$ cat src/rtl/iort_pkg.sv
package iort_pkg;

    localparam int NODE_W = 3;
    localparam int LINK_W = 2;

    // Field positions inside the window words
    localparam int BASE_RD_BIT  = 0;
    localparam int BASE_WR_BIT  = 1;
    localparam int BASE_VGA_BIT = 4;
    localparam int BASE_ISA_BIT = 5;
    localparam int LIM_NODE_LSB = 0;
    localparam int LIM_LINK_LSB = 4;

    localparam logic [LINK_W-1:0] LINK_RESERVED = 2'b11;

    typedef struct packed {
        logic              rd_ok;
        logic              wr_ok;
        logic              vga_on;
        logic              isa_on;
        logic [NODE_W-1:0] node;
        logic [LINK_W-1:0] link;
    } win_ctl_t;

endpackage

$ cat src/rtl/iort_regfile.sv
module iort_regfile
    import iort_pkg::*;
#(
    parameter  int NUM_WIN  = 4,
    parameter  int ADDR_W   = 25,
    parameter  int PAGE_LSB = 12,
    parameter  int DATA_W   = 32,
    localparam int IDX_W    = $clog2(NUM_WIN),
    localparam int CFG_AW   = IDX_W + 1,
    localparam int PAGE_W   = ADDR_W - PAGE_LSB
) (
    input  logic                             clk,
    input  logic                             rst_n,
    input  logic                             cfg_wr_en,
    input  logic                             cfg_rd_en,
    input  logic [CFG_AW-1:0]                cfg_addr,
    input  logic [DATA_W-1:0]                cfg_wdata,
    output logic [DATA_W-1:0]                cfg_rdata,
    output logic                             cfg_rvalid,
    output win_ctl_t [NUM_WIN-1:0]           ctl,
    output logic [NUM_WIN-1:0][PAGE_W-1:0]   base_pg,
    output logic [NUM_WIN-1:0][PAGE_W-1:0]   limit_pg
);

    logic             wr_sel;
    logic [IDX_W-1:0] wr_idx;
    logic [IDX_W-1:0] rd_idx;
    logic [DATA_W-1:0] rd_word;

    assign wr_sel = cfg_addr[0];
    assign wr_idx = cfg_addr[CFG_AW-1:1];
    assign rd_idx = cfg_addr[CFG_AW-1:1];

    for (genvar w = 0; w < NUM_WIN; w++) begin : g_win
        always_ff @(posedge clk) begin
            if (!rst_n) begin
                ctl[w]      <= '0;
                base_pg[w]  <= '0;
                limit_pg[w] <= '0;
            end else if (cfg_wr_en && (wr_idx == IDX_W'(w))) begin
                if (!wr_sel) begin
                    ctl[w].rd_ok  <= cfg_wdata[BASE_RD_BIT];
                    ctl[w].wr_ok  <= cfg_wdata[BASE_WR_BIT];
                    ctl[w].vga_on <= cfg_wdata[BASE_VGA_BIT];
                    ctl[w].isa_on <= cfg_wdata[BASE_ISA_BIT];
                    base_pg[w]    <= cfg_wdata[PAGE_LSB +: PAGE_W];
                end else begin
                    ctl[w].node   <= cfg_wdata[LIM_NODE_LSB +: NODE_W];
                    ctl[w].link   <= cfg_wdata[LIM_LINK_LSB +: LINK_W];
                    limit_pg[w]   <= cfg_wdata[PAGE_LSB +: PAGE_W];
                end
            end
        end
    end

    // Read word assembly: reserved bits stay zero
    always_comb begin
        rd_word = '0;
        if (!cfg_addr[0]) begin
            rd_word[BASE_RD_BIT]          = ctl[rd_idx].rd_ok;
            rd_word[BASE_WR_BIT]          = ctl[rd_idx].wr_ok;
            rd_word[BASE_VGA_BIT]         = ctl[rd_idx].vga_on;
            rd_word[BASE_ISA_BIT]         = ctl[rd_idx].isa_on;
            rd_word[PAGE_LSB +: PAGE_W]   = base_pg[rd_idx];
        end else begin
            rd_word[LIM_NODE_LSB +: NODE_W] = ctl[rd_idx].node;
            rd_word[LIM_LINK_LSB +: LINK_W] = ctl[rd_idx].link;
            rd_word[PAGE_LSB +: PAGE_W]     = limit_pg[rd_idx];
        end
    end

    always_ff @(posedge clk) begin
        if (!rst_n) begin
            cfg_rvalid <= 1'b0;
            cfg_rdata  <= '0;
        end else begin
            cfg_rvalid <= cfg_rd_en;
            if (cfg_rd_en) begin
                cfg_rdata <= rd_word;
            end
        end
    end

endmodule

$ cat src/rtl/iort_win_match.sv
module iort_win_match
    import iort_pkg::*;
#(
    parameter  int ADDR_W      = 25,
    parameter  int PAGE_LSB    = 12,
    parameter  int LEGACY_BITS = 16,
    localparam int PAGE_W      = ADDR_W - PAGE_LSB
) (
    input  win_ctl_t            ctl,
    input  logic [PAGE_W-1:0]   base_pg,
    input  logic [PAGE_W-1:0]   limit_pg,
    input  logic [ADDR_W-1:0]   addr,
    input  logic                is_write,
    output logic                match
);

    localparam logic [9:0] MONO_LO  = 10'h3B0;
    localparam logic [9:0] MONO_HI  = 10'h3BB;
    localparam logic [9:0] COLOR_LO = 10'h3C0;
    localparam logic [9:0] COLOR_HI = 10'h3DF;

    logic              legacy_zone;
    logic [9:0]        port_lo;
    logic [PAGE_W-1:0] page;
    logic              permitted;
    logic              in_pages;
    logic              isa_hole;
    logic              vga_port;

    assign legacy_zone = (addr[ADDR_W-1:LEGACY_BITS] == '0);
    assign port_lo     = addr[9:0];
    assign page        = addr[ADDR_W-1:PAGE_LSB];

    assign permitted = is_write ? ctl.wr_ok : ctl.rd_ok;
    assign in_pages  = (page >= base_pg) && (page <= limit_pg);
    assign isa_hole  = ctl.isa_on && legacy_zone && (port_lo[9:8] != 2'b00);
    assign vga_port  = ctl.vga_on && legacy_zone &&
                       (((port_lo >= MONO_LO)  && (port_lo <= MONO_HI)) ||
                        ((port_lo >= COLOR_LO) && (port_lo <= COLOR_HI)));

    assign match = permitted && (ctl.link != LINK_RESERVED) &&
                   (vga_port || (in_pages && !isa_hole));

endmodule

$ cat src/rtl/iort_prio_pick.sv
module iort_prio_pick #(
    parameter  int NUM_WIN = 4,
    localparam int IDX_W   = $clog2(NUM_WIN)
) (
    input  logic [NUM_WIN-1:0] req,
    output logic               found,
    output logic [IDX_W-1:0]   idx
);

    always_comb begin
        found = |req;
        idx   = '0;
        for (int k = NUM_WIN - 1; k >= 0; k--) begin
            if (req[k]) begin
                idx = IDX_W'(k);
            end
        end
    end

endmodule

$ cat src/rtl/io_port_router.sv
module io_port_router
    import iort_pkg::*;
#(
    parameter  int NUM_WIN     = 4,
    parameter  int ADDR_W      = 25,
    parameter  int PAGE_LSB    = 12,
    parameter  int LEGACY_BITS = 16,
    parameter  int DATA_W      = 32,
    localparam int IDX_W       = $clog2(NUM_WIN),
    localparam int CFG_AW      = IDX_W + 1,
    localparam int PAGE_W      = ADDR_W - PAGE_LSB
) (
    input  logic               clk,
    input  logic               rst_n,
    input  logic               cfg_wr_en,
    input  logic               cfg_rd_en,
    input  logic [CFG_AW-1:0]  cfg_addr,
    input  logic [DATA_W-1:0]  cfg_wdata,
    output logic [DATA_W-1:0]  cfg_rdata,
    output logic               cfg_rvalid,
    input  logic               lk_valid,
    input  logic [ADDR_W-1:0]  lk_addr,
    input  logic               lk_write,
    output logic               res_valid,
    output logic               res_hit,
    output logic [NODE_W-1:0]  res_node,
    output logic [LINK_W-1:0]  res_link,
    output logic [IDX_W-1:0]   res_idx
);

    win_ctl_t [NUM_WIN-1:0]         ctl;
    logic [NUM_WIN-1:0][PAGE_W-1:0] base_pg;
    logic [NUM_WIN-1:0][PAGE_W-1:0] limit_pg;
    logic [NUM_WIN-1:0]             claim;
    logic                           any_claim;
    logic [IDX_W-1:0]               win_idx;

    iort_regfile #(
        .NUM_WIN  (NUM_WIN),
        .ADDR_W   (ADDR_W),
        .PAGE_LSB (PAGE_LSB),
        .DATA_W   (DATA_W)
    ) u_regs (
        .clk        (clk),
        .rst_n      (rst_n),
        .cfg_wr_en  (cfg_wr_en),
        .cfg_rd_en  (cfg_rd_en),
        .cfg_addr   (cfg_addr),
        .cfg_wdata  (cfg_wdata),
        .cfg_rdata  (cfg_rdata),
        .cfg_rvalid (cfg_rvalid),
        .ctl        (ctl),
        .base_pg    (base_pg),
        .limit_pg   (limit_pg)
    );

    for (genvar w = 0; w < NUM_WIN; w++) begin : g_match
        iort_win_match #(
            .ADDR_W      (ADDR_W),
            .PAGE_LSB    (PAGE_LSB),
            .LEGACY_BITS (LEGACY_BITS)
        ) u_match (
            .ctl      (ctl[w]),
            .base_pg  (base_pg[w]),
            .limit_pg (limit_pg[w]),
            .addr     (lk_addr),
            .is_write (lk_write),
            .match    (claim[w])
        );
    end

    iort_prio_pick #(
        .NUM_WIN (NUM_WIN)
    ) u_pick (
        .req   (claim),
        .found (any_claim),
        .idx   (win_idx)
    );

    always_ff @(posedge clk) begin
        if (!rst_n) begin
            res_valid <= 1'b0;
            res_hit   <= 1'b0;
            res_node  <= '0;
            res_link  <= '0;
            res_idx   <= '0;
        end else begin
            res_valid <= lk_valid;
            res_hit   <= lk_valid && any_claim;
            if (lk_valid && any_claim) begin
                res_node <= ctl[win_idx].node;
                res_link <= ctl[win_idx].link;
                res_idx  <= win_idx;
            end else begin
                res_node <= '0;
                res_link <= '0;
                res_idx  <= '0;
            end
        end
    end

endmodule

$ cat config.mk
export PLATFORM = sky130hd
export DESIGN_NAME = io_port_router
export DESIGN_NICKNAME = d
export VERILOG_FILES = /design/src/rtl/iort_pkg.sv /design/src/rtl/iort_regfile.sv /design/src/rtl/iort_win_match.sv /design/src/rtl/iort_prio_pick.sv /design/src/rtl/io_port_router.sv
export SDC_FILE = /design/constraint.sdc
export NUM_CORES = 1
export LEC_CHECK = 0
export BUFFER_PORTS_ARGS = -buffer_cell sky130_fd_sc_hd__buf_2
export CAP_MARGIN = 20
export CELL_PAD_IN_SITES_DETAIL_PLACEMENT = 2
export CELL_PAD_IN_SITES_GLOBAL_PLACEMENT = 2
export CORE_MARGIN = 3
export CORE_UTILIZATION = 36
export DETAILED_ROUTE_END_ITERATION = 6
export PLACE_DENSITY_LB_ADDON = 0.05
export SYNTH_ARGS = -nofsm -noshare
export SYNTH_HDL_FRONTEND = slang
export SYNTH_SLANG_ARGS = --single-unit
$ cat constraint.sdc
create_clock -name clk -period 3.2 [get_ports clk]
set_input_delay 0 -clock clk [delete_from_list [all_inputs] [get_ports clk]]
set_output_delay 0 -clock clk [all_outputs]
set_load 0.02 [all_outputs]
==> metrics.yaml <==
finish:
  mostFrequentLayoutCells: "nand2_1, dfxtp_1, a21boi_0"
  area_growth_pct: 16.0
  final_common_cell: "nand2_1"
  diodes: 0
  layout-drive-gt1-share_pct: 15.4
  nets: 1459
  final_area_um2: 11900
  fillCellCount: 3152
synth:
  synth_edf_count: 0
  async_flop_share_pct: 0
  netlist_instances: 1210
  yosys_register_bits: 168
  yosysSeqAreaShare_pct: 32.8
  synth_ff_type: "dfxtp_1"
  yosysWarnings: 0
  avgSynthCellArea_um2: 8.47
  synth_area_um2: 10300
  yosysUniqueCellTypes: 56
global_routing:
  antenna_found_initial: 0
  grt_overflow_total: 0
  grt_max_degree: 62
  grt_pass1_vias: 9873
  grt.total_usage_pct: 26.1
  grt_pass1_wl_um: 60200
power:
  total_power_mw: 5.11
  ir_worst_vdd_mv: 0.321
  power_density_nw_per_um2: 429
  p_leak_nw: 4.57
setup_path:
  end_kind: "register"
  rr_startpoint: "u_regs.limit_pg[19]"
  crit_start: "u_regs.limit_pg[19]"
  worstPathRequired_ns: 3.59
  crit_path_max_fanout: 6
  cp-start-kind: "register"
  cp_data_arrival_time_ns: 3.30
  worstSetupPathType: "reg2reg"
  r2r_slack_ns: 0.29
timing:
  setup_violations: 0
  worst_hold_slack_ns: 0.00998
  post-route-period-util_pct: 90.9
  hold_viol: 0
  clock.fmax_mhz: 344
  final_max_slew_viol_count: 0
  rsz0062_at_grt: "no"
  layout_min_cycle_time_ns: 2.91
  fin_ws_ns: 0.290
  fin_skew_ns: 0.0207
  relSlewSlack_pct: 51.4
  setup_tns_ns: 0
  tightest_slew_ns: 0.728
clock_tree:
  cts_root_buf: "clkbuf_16"
  numCtsBuffers: 17
  clock_latency_ns: 0.46
  clkSinkCount: 168
  cts_tree: "done"
  cts_max_level: 4
  cts.reportedPaths.clkPinSlew_ns: 0.09
  clk_path_buf_depth: 2
hold_path:
  hp-class: "in2reg"
  min_from: "rst_n"
placement:
  dp_hpwl_um: 27500
  globalplace.congestion: 0.831
  pre_cts_ws_ns: 0.236
  post_dp_cell_area_um2: 11100
  io_buffers: 75
floorplan:
  die_w_um: 175
  core_um2: 27900
  die_area_um2: 30500
  initial_utilization_pct: 36.7
  die_y_um: 175
  ios: 108
  row_count: 61
status:
  outcome: "finished clean"
routing:
  ant_nets: 0
  routed_wl_um: 39200
  avgViaCountPerCell: 5.41
  wl_per_cell_um: 23.3
  drc: 0
  drtIter0Drc: 408
  dr.pass1.iters: 4
  vias: 9083
flow_run:
  maxCapViolations: 0
==> timing repair <==
item | CTS | global route
hold buffers | 19 | 0
endpoints found under the hold margin | 142 | 0
setup endpoints to repair | 0 | 5
setup buffers | 0 | 1
gates resized for setup | 0 | 2
==> critical path, cell delays in order, from the launching register on <==
cell and delay [ns]:
dfxtp_1 0.38, inv_1 0.07, ha_1 0.30, nand4_1 0.19, a211oi_1 0.27, nor4_1 0.09, o31ai_1 0.45, a31oi_2 0.14
a221oi_2 0.30, buf_4 0.19, nand2_1 0.23, a21oi_1 0.24
==> power by group <==
group | switching (mW) | total, mW | internal [mW]
Clock | 1.13 | 2.21 | 1.07
Sequential | 0.0379 | 2.18 | 2.14
Combinational | 0.445 | 0.719 | 0.274
Total | 1.62 | 5.11 | 3.49
==> path summary, 6_finish.rpt <==
check,end,cells past startpoint
setup / recovery,res_node[0],11
hold / removal,u_regs.ctl[11],2
setup reg to reg,res_node[0],11
hold reg to reg,u_regs.base_pg[12],2
==> synthesized netlist by cell type, types with 2 or more instances <==
library cell | instances | area [um2]
clkbuf_2 | 15 | 75.1
nand3b_1 | 2 | 15.0
o221ai_1 | 5 | 43.8
mux4_2 | 35 | 788
dfxtp_1 | 168 | 3360
and3_1 | 2 | 12.5
ha_1 | 104 | 1300
a31oi_1 | 6 | 37.5
buf_2 | 5 | 25.0
a211oi_1 | 5 | 37.5
and4_2 | 2 | 20.0
nor4_1 | 3 | 18.8
a21boi_1 | 2 | 15.0
nor2_1 | 22 | 82.6
o211a_1 | 17 | 170
nand2b_1 | 6 | 37.5
nor3_1 | 4 | 20.0
a21oi_2 | 2 | 17.5
clkbuf_1 | 41 | 154
and4_1 | 3 | 26.3
a221o_1 | 2 | 20.0
inv_1 | 104 | 390
and2_2 | 2 | 15.0
a21o_1 | 14 | 105
nor2b_1 | 12 | 75.1
buf_1 | 9 | 33.8
o31ai_1 | 3 | 22.5
a21oi_1 | 42 | 210
mux2i_1 | 25 | 250
o211ai_1 | 3 | 22.5
a21boi_0 | 143 | 1070
nand3_1 | 15 | 75.1
o21ai_0 | 13 | 65.1
nand2_1 | 323 | 1210
buf_4 | 15 | 113
nand4_1 | 16 | 100
==> cells by family after synthesis <==
kind of cell             Yosys count  synth area share, %
AND/OR/NAND/NOR                  421                 17.6
AO/OA/AOI/OAI                    267                 19.0
buffers and inverters            189                 7.71
flip-flops                       168                 32.8
adder cells (fa/ha/maj)          104                 12.7
multiplexers                      60                 10.1
other                              1               0.0366
==> cell type report <==
| class | count | area, um2 | share of cell area [%] |
|---|---|---|---|
| multi-input combinational | 866 | 6170 | 51.9 |
| sequential | 168 | 3360 | 28.3 |
| timing repair buffer | 132 | 878 | 7.39 |
| tap | 378 | 473 | 3.98 |
| clock buffer | 17 | 425 | 3.58 |
| inverter | 104 | 390 | 3.28 |
| clock inverter | 15 | 195 | 1.64 |
==> metal layers <==
layer / wire length, um / vias up / GRT usage, % / part of all wire (%)
met4: 903 / 0 / 7.85 / 2.3
met3: 1020 / 35 / 2.59 / 2.6
met5: 0 / - / 0 / 0
met2: 19400 / 144 / 45.8 / 49
met1: 17900 / 4639 / 34.0 / 46
li1: - / 4265 / - / -
==> flip-flops by register name, summed over array words and instances, names as in the netlist <==
register and count:
u_regs.cfg_rdata 18, res_valid 1, u_regs.cfg_rvalid 1, res_idx 2, u_regs.base_pg 52, u_regs.limit_pg 52, u_regs.ctl 36, res_link 2
res_hit 1, res_node 3
==> through the flow <==
step / util (%) / cells
3_3_place_gp: 39.6 / 1628
4_1_cts: 42.5 / 1679
5_1_grt: 42.6 / 1680
2_1_floorplan: - / 1223
3_5_place_dp: 39.6 / 1628
6_report: 42.6 / 1680
No activity file was read; power rests on OpenSTA's default activity.
